--- src/rtl/mem_fill_engine.sv ---
module mem_fill_engine #(
  parameter int AW = 32
) (
  input  logic          clk,
  input  logic          rst_n,
  input  logic          reg_we,
  input  logic [1:0]    reg_addr,
  input  logic [31:0]   reg_wdata,
  output logic [31:0]   reg_rdata,
  output logic          mem_valid,
  input  logic          mem_ready,
  output logic [AW-1:0] mem_addr,
  output logic [31:0]   mem_data,
  output logic [3:0]    mem_be
);
  localparam int SW = AW - 3;

  logic [31:0]   start_r, end_r, val_r, pat;
  logic          sel24_r, sel32_r, m24, m32, busy;
  logic [AW-1:0] cur, lim;
  logic [1:0]    ph;

  wire [AW-1:0] s_byte = {start_r[SW-1:0], 3'b000};
  wire [AW-1:0] e_byte = {end_r[SW-1:0], 3'b000};
  wire trig = reg_we && reg_addr == 2'd3 && reg_wdata[0] && !busy;
  wire acc  = busy && mem_ready;
  wire [AW-1:0] nxt = cur + AW'(4);

  always_ff @(posedge clk or negedge rst_n) begin
    if (!rst_n) begin
      start_r <= '0; end_r <= '0; val_r <= '0;
      sel24_r <= 1'b0; sel32_r <= 1'b0;
      m24 <= 1'b0; m32 <= 1'b0; busy <= 1'b0;
      cur <= '0; lim <= '0; pat <= '0; ph <= '0;
    end else begin
      if (reg_we) begin
        case (reg_addr)
          2'd0: start_r <= reg_wdata;
          2'd1: end_r   <= reg_wdata;
          2'd2: val_r   <= reg_wdata;
          default: if (!busy) begin
            sel24_r <= reg_wdata[8];
            sel32_r <= reg_wdata[9];
          end
        endcase
      end
      if (trig) begin
        cur  <= s_byte;
        lim  <= e_byte;
        pat  <= val_r;
        m24  <= reg_wdata[8];
        m32  <= reg_wdata[9];
        ph   <= 2'd0;
        busy <= e_byte > s_byte;
      end else if (acc) begin
        cur <= nxt;
        ph  <= (ph == 2'd2) ? 2'd0 : ph + 2'd1;
        if (nxt >= lim) busy <= 1'b0;
      end
    end
  end

  wire [7:0] cr = pat[7:0];
  wire [7:0] cg = pat[15:8];
  wire [7:0] cb = pat[23:16];

  always_comb begin
    if (m24) begin
      case (ph)
        2'd0:    mem_data = {cr, cb, cg, cr};
        2'd1:    mem_data = {cg, cr, cb, cg};
        default: mem_data = {cb, cg, cr, cb};
      endcase
    end else if (m32) begin
      mem_data = pat;
    end else begin
      mem_data = {pat[15:0], pat[15:0]};
    end
  end

  assign mem_valid = busy;
  assign mem_addr  = cur;
  assign mem_be    = 4'hF;

  always_comb begin
    case (reg_addr)
      2'd0:    reg_rdata = start_r;
      2'd1:    reg_rdata = end_r;
      2'd2:    reg_rdata = val_r;
      default: reg_rdata = {22'd0, sel32_r, sel24_r, 7'd0, busy};
    endcase
  end

  a_r10_stall_hold: assert property (@(posedge clk) disable iff (!rst_n)
    mem_valid && !mem_ready |=> mem_valid && $stable(mem_addr) && $stable(mem_data));

  a_r3_addr_step: assert property (@(posedge clk) disable iff (!rst_n)
    mem_valid && mem_ready |=> !mem_valid || mem_addr == $past(mem_addr) + AW'(4));

  a_r11_full_be: assert property (@(posedge clk) disable iff (!rst_n)
    mem_valid |-> mem_be == 4'hF);

  a_r4_trigger_start: assert property (@(posedge clk) disable iff (!rst_n)
    reg_we && reg_addr == 2'd3 && reg_wdata[0] && !mem_valid
    |=> mem_valid == ($past(end_r[SW-1:0]) > $past(start_r[SW-1:0])));

  a_r9_mode_locked: assert property (@(posedge clk) disable iff (!rst_n)
    mem_valid && reg_we && reg_addr == 2'd3 |=> $stable(sel24_r) && $stable(sel32_r));

  a_r3_aligned: assert property (@(posedge clk) disable iff (!rst_n)
    mem_valid |-> mem_addr[1:0] == 2'b00);
endmodule

--- config.mk ---
export PLATFORM = sky130hd
export DESIGN_NAME = mem_fill_engine
export DESIGN_NICKNAME = d
export VERILOG_FILES = /design/src/rtl/mem_fill_engine.sv
export SDC_FILE = /design/constraint.sdc
export NUM_CORES = 1
export LEC_CHECK = 0
export ABC_AREA = 1
export ABC_CLOCK_PERIOD_IN_PS = 2900
export BUFFER_PORTS_ARGS = -buffer_cell sky130_fd_sc_hd__buf_2
export CORE_MARGIN = 5
export CORE_UTILIZATION = 60
export CTS_BUF_LIST = sky130_fd_sc_hd__clkbuf_2
export CTS_CLUSTER_SIZE = 24
export DETAILED_ROUTE_END_ITERATION = 10
export PLACE_DENSITY = 0.82
export SLEW_MARGIN = 20
export SYNTH_ARGS = -nofsm -noshare
export SYNTH_HDL_FRONTEND = slang
export SYNTH_SLANG_ARGS = --single-unit
--- constraint.sdc ---
create_clock -name clk -period 2.9 [get_ports clk]
set_input_delay 0.58 -clock clk [delete_from_list [all_inputs] [get_ports clk]]
set_output_delay 0.58 -clock clk [all_outputs]
set_load 0.02 [all_outputs]
# After elaboration in Yosys (flattened, before gate mapping)
# Index checks and enable logic that the tools add are counted.
dict set report totals {
  regBits 196
  latchBits 0
  ram_bits 0
  mem_bits_ro 0
  in_bits 38
  output_inout_bits 101
  word_cells 50
  mem_count 0
}
dict set report classes {
  n_addsub 2
  n_mul 0
  div_mod_pow 0
  magnitude_cmp 2
  eq_ne 5
  shifts 0
  muxes 12
  bitwise 2
  n_reduce_logical 15
}
# op count
set ops {}
lappend ops {{32-bit two-way mux} 4}
lappend ops {{32-bit one-hot mux with 3 select lines} 1}
lappend ops {{32-bit one-hot mux with 2 select lines} 1}
lappend ops {{32-bit by 3-bit adder with 32-bit output, second input constant} 1}
lappend ops {{32-bit >= comparator} 1}
lappend ops {{32-bit greater-than comparator} 1}
lappend ops {{2-bit AND reduction} 4}
lappend ops {{2-bit equality test, second input constant} 3}
lappend ops {{2-bit two-way mux} 3}
lappend ops {{2-bit by 1-bit equality test with 1-bit output, second input constant} 2}
lappend ops {{1-bit logical AND} 4}
lappend ops {{2-bit zero test} 2}
lappend ops {{2-bit nonzero test} 2}
lappend ops {{1-bit two-way mux} 3}
lappend ops {{3-bit AND reduction} 1}
lappend ops {{3-bit OR reduction} 1}
lappend ops {{2-bit by 1-bit adder with 2-bit output, second input constant} 1}
lappend ops {{1-bit inverter} 2}
lappend ops {{1-bit zero test} 1}

# Longest topological paths before layout
dict set report depth {
  depth_word 6
  ltp_mapped 21
}

# Worst setup path before layout
# OpenSTA, ideal clock, no wires.
dict set report synth_path {
  path_kind {flip-flop to flip-flop}
  start {reg cur[2], in the netlist mem_addr[2]}
  end {reg busy, in the netlist mem_valid}
  setup_ns 0.117
  arrival_ns 2.423
  required_ns 2.783
  path_slack_ns 0.359
  path_stages_with_launch 21
  synth_period_minus_slack_ns 2.541
  cell_sequence {dfrtp_1 > nand3_2 > nor2_4 > inv_1 > nor2_1 > nand2_2 > nor2_1 > nand2_1 > and2_1 > ha_1 > nand2_1 > nor2_1 > nand3_1 > nor2_1 > nand2_1 > nand2_1 > nor2_1 > nand2_1 > nand2_1 > nand2_1 > nand2_1}
}
dict set report synth_via {
  elab_chain_len 4
}
# element line
set synth_rtl {}
lappend synth_rtl {{start: declaration} 20} ;# logic [AW-1:0] cur, lim;
lappend synth_rtl {{start signal: assignment} 48} ;# cur <= s_byte;
lappend synth_rtl {{start signal: assignment} 56} ;# cur <= nxt;
lappend synth_rtl {{32-bit by 3-bit adder with 32-bit output} 27} ;# wire [AW-1:0] nxt = cur + AW'(4);
lappend synth_rtl {{32-bit >= comparator} 58} ;# if (nxt >= lim) busy <= 1'b0;
lappend synth_rtl {{2-bit nonzero test (no source line)} n/a}
lappend synth_rtl {{2-bit AND reduction (no source line)} n/a}
lappend synth_rtl {{end signal: assignment} 54} ;# busy <= e_byte > s_byte;
lappend synth_rtl {{end: declaration} 19} ;# logic sel24_r, sel32_r, m24, m32, busy;
# No other way between the ends.
# A chain may end at the register's enable or synchronous reset.

# Worst setup path in the final report
dict set report layout_path {
  start {reg ph[0]}
  end {out mem_data[18]}
}
dict set report layout_via {
  elab_chain_len 3
  word_cells_on_any_way 4
}
# element line
set layout_rtl {}
lappend layout_rtl {{start: declaration} 21} ;# logic [1:0] ph;
lappend layout_rtl {{start signal: assignment} 57} ;# ph <= (ph == 2'd2) ? 2'd0 : ph + 2'd1;
lappend layout_rtl {{2-bit by 1-bit equality test with 1-bit output / 2-bit zero test (equally long branches)} 69} ;# case (ph)
lappend layout_rtl {{32-bit one-hot mux with 2 select lines (*)} 69}
lappend layout_rtl {{32-bit two-way mux (*)} 68} ;# if (m24) begin
lappend layout_rtl {{end: declaration} 13} ;# output logic [31:0] mem_data,
# Mark *: on every way between the ends. The rest lies on a longest branch, timed or not.

==> impl_metrics.toml <==
[placed_design]
dpl.hpwl_mm = 22.9
io_buffers = 132
dp.cells = 1763
globalplace.congestion = 0.908
place_area_mm2 = 0.0120

[die]
core-area_mm2 = 0.0181
die_area_mm2 = 0.0213
die_h_um = 146
die_w_um = 146
fp-row-count = 49
ios = 139
initial_core_util_pct = 61.3

[clock_tree]
cts-root-buf = "clkbuf_2"
clk_latency_ns = 0.82
clkSlewWorstSetupHoldPaths_ns = 0.32
tritoncts = "yes"
htreeDepth = 4
cts_buffers = 17
clock_path_buffers = 2
clock_sinks = 194

[critical_path]
crit_fanout = 8
arrival_ns = 2.18
required_ns = 2.32
path_class = "reg2out"
critPathCaptureType = "output pin"
startpoint_type = "flip-flop"

[sta]
finalMaxSlewViolations = 0
fmax_mhz = 363
fin_setup_tns_ns = 0
fin_worst_skew_ns = 0.0524
setup-violations-final = 0
slew_headroom_pct = 40.4
period_share_pct = 95.1
worstMarginPinSlew_ns = 0.893
finalHoldViolations = 0
min_period_ns = 2.76

[cells_and_area]
num-nets-final = 1683
area_growth_syn_to_layout_pct = 13.8
stdcell_count = 1827
design_area_mm2 = 0.0126
final_layout_size_suffix_gt1_share_pct = 14.4
antennaDiodeCount = 0
final_util_pct = 69.7

[min_path]
hold_class = "in2reg"

[logic_synthesis]
yosysTopAreaCell = "dfrtp_1"
synth_edf_count = 0
synth_flop_cell = "dfrtp_1"
synth_top_area_share_pct = 43.8
synthCells = 1443
ys_warn_count = 0
yosysSeqAreaShare_pct = 43.8
avgSynthCellArea_um2 = 7.68
ys_ff_latch = 194
synth_cell_types = 40
synth_common_cells = "nand2_1, inv_1, o21ai_0"
synth.cell_area_mm2 = 0.0111
yosysMostFrequentCell = "nand2_1"
synth_area_leaders = "dfrtp_1, nand2_1, o21ai_0"
async_reset_ff_share_pct = 100

[detailed_routing]
postRouteAntennaNets = 0
routed_via_density = 5.71
firstDrtPassIters = 6
wl_per_cell_um = 17.3
drt_iter0_drc = 1078
num_vias = 10400
drt_wl_total_mm = 31.6
drc_errors = 0

[power]
power.density_mw_per_mm2 = 876
ir_worst_vdd_v = 0.000573
power.leakage_uw = 0.00648
finalPower_uw = 11100

[job]
max-cap-violations = 0

[global_route]
grt_use_total_pct = 29.4
grt-ovfl-total = 0
grt_pass1_wl_mm = 50.3
grt_pass1_vias = 9864
grt_start_max_net_pins = 120
antenna_found_initial = 1

[run_status]
outcome = "finished clean"
flip-flops by register name, summed over array words and instances, names as in the netlist:
register and cells:
m32 1, pat 32, m24 1, mem_addr 30, sel24_r 1, end_r 32, ph 2, mem_valid 1
sel32_r 1, lim 29, start_r 32, val_r 32
layout by cell type (no fill, tap or decap), types with 7 or more instances in the layout:
cell type,instances
o22ai_1,32
o221ai_1,34
dfrtp_1,189
o21ai_1,17
o211ai_1,9
dlygate4sd3_1,26
a21oi_1,43
nand2_1,373
buf_12,7
nor3_1,9
inv_1,236
o21ai_0,207
ha_1,60
nand4_1,9
clkbuf_2,17
xor2_1,16
buf_4,18
nand3_1,30
nor2_4,8
nor2_1,52
buf_2,131
layout make-up:
| class | count | area, um2 |
|---|---|---|
| fillers | 1485 | 5470 |
| flip-flops and latches | 194 | 4860 |
| clock buffers | 17 | 85.1 |
| multi-input cells | 945 | 5080 |
| well taps | 229 | 287 |
| repair inverters | 1 | 5.00 |
| clock inverters | 15 | 143 |
| repair buffers | 184 | 1230 |
| inverters | 242 | 918 |
final timing paths:
path | end | cells past startpoint | slack, ns | startpoint
max | mem_data[18] | 6 | 0.14 | ph[0]
min | val_r[19] | 3 | 0.06 | reg_wdata[19]
max reg2reg | mem_valid | 20 | 0.22 | mem_addr[5]
min reg2reg | end_r[31] | 2 | 0.53 | end_r[31]
max in group asynchronous | val_r[17] | 3 | 1.84 | rst_n
min in group asynchronous | pat[2] | 2 | 0.24 | rst_n
repair_timing:
action	CTS	global route
endpoints found under the setup margin	32	27
setup buffers	0	3
hold endpoints to repair	121	0
resized for setup	6	28
pin swaps	0	3
gates cloned	0	3
hold buffers	26	0
logic make-up (layout without fill, tap and decap cells):
group	count (synthesis)	in the layout	synth area share (%)
other	2	6	0.0678
flip-flops	194	194	43.8
AO/OA/AOI/OAI	352	352	17.8
XOR/XNOR	20	20	1.65
buffers and inverters	309	459	11.2
AND/OR/NAND/NOR	506	507	18.7
adder cells (fa/ha/maj)	60	60	6.77
worst max-delay path, stage by stage, from the launching register on:
cell      delay [ns]
dfrtp_2         0.50
nor2_4          0.20
clkinv_2        0.19
nor2_1          0.12
o21ai_0         0.10
nand2_1         0.10
buf_2           0.16
report_power, final:
group	internal [uW]	switching, uW
Clock	272	1030
Combinational	1920	3690
Sequential	3490	646
Total	5680	5370
stage by stage:
| step | hold WS (ns) | setup slack (ns) |
|---|---|---|
| floorplan | 0.284 | 0.359 |
| global placement | 0.465 | 0.220 |
| detailed placement | 0.473 | 0.152 |
| CTS | 0.000409 | 0.00647 |
| global route | 0.0128 | -0.0120 |
| finish | 0.0581 | 0.143 |
per-layer routing:
| metal | wire [um] | global-route usage, % |
|---|---|---|
| met1 | 13200 | 39.7 |
| met2 | 15200 | 48.4 |
| met3 | 2230 | 4.36 |
| met4 | 1050 | 11.1 |
| met5 | 12 | 0 |
No activity file was read; power rests on OpenSTA's default activity.
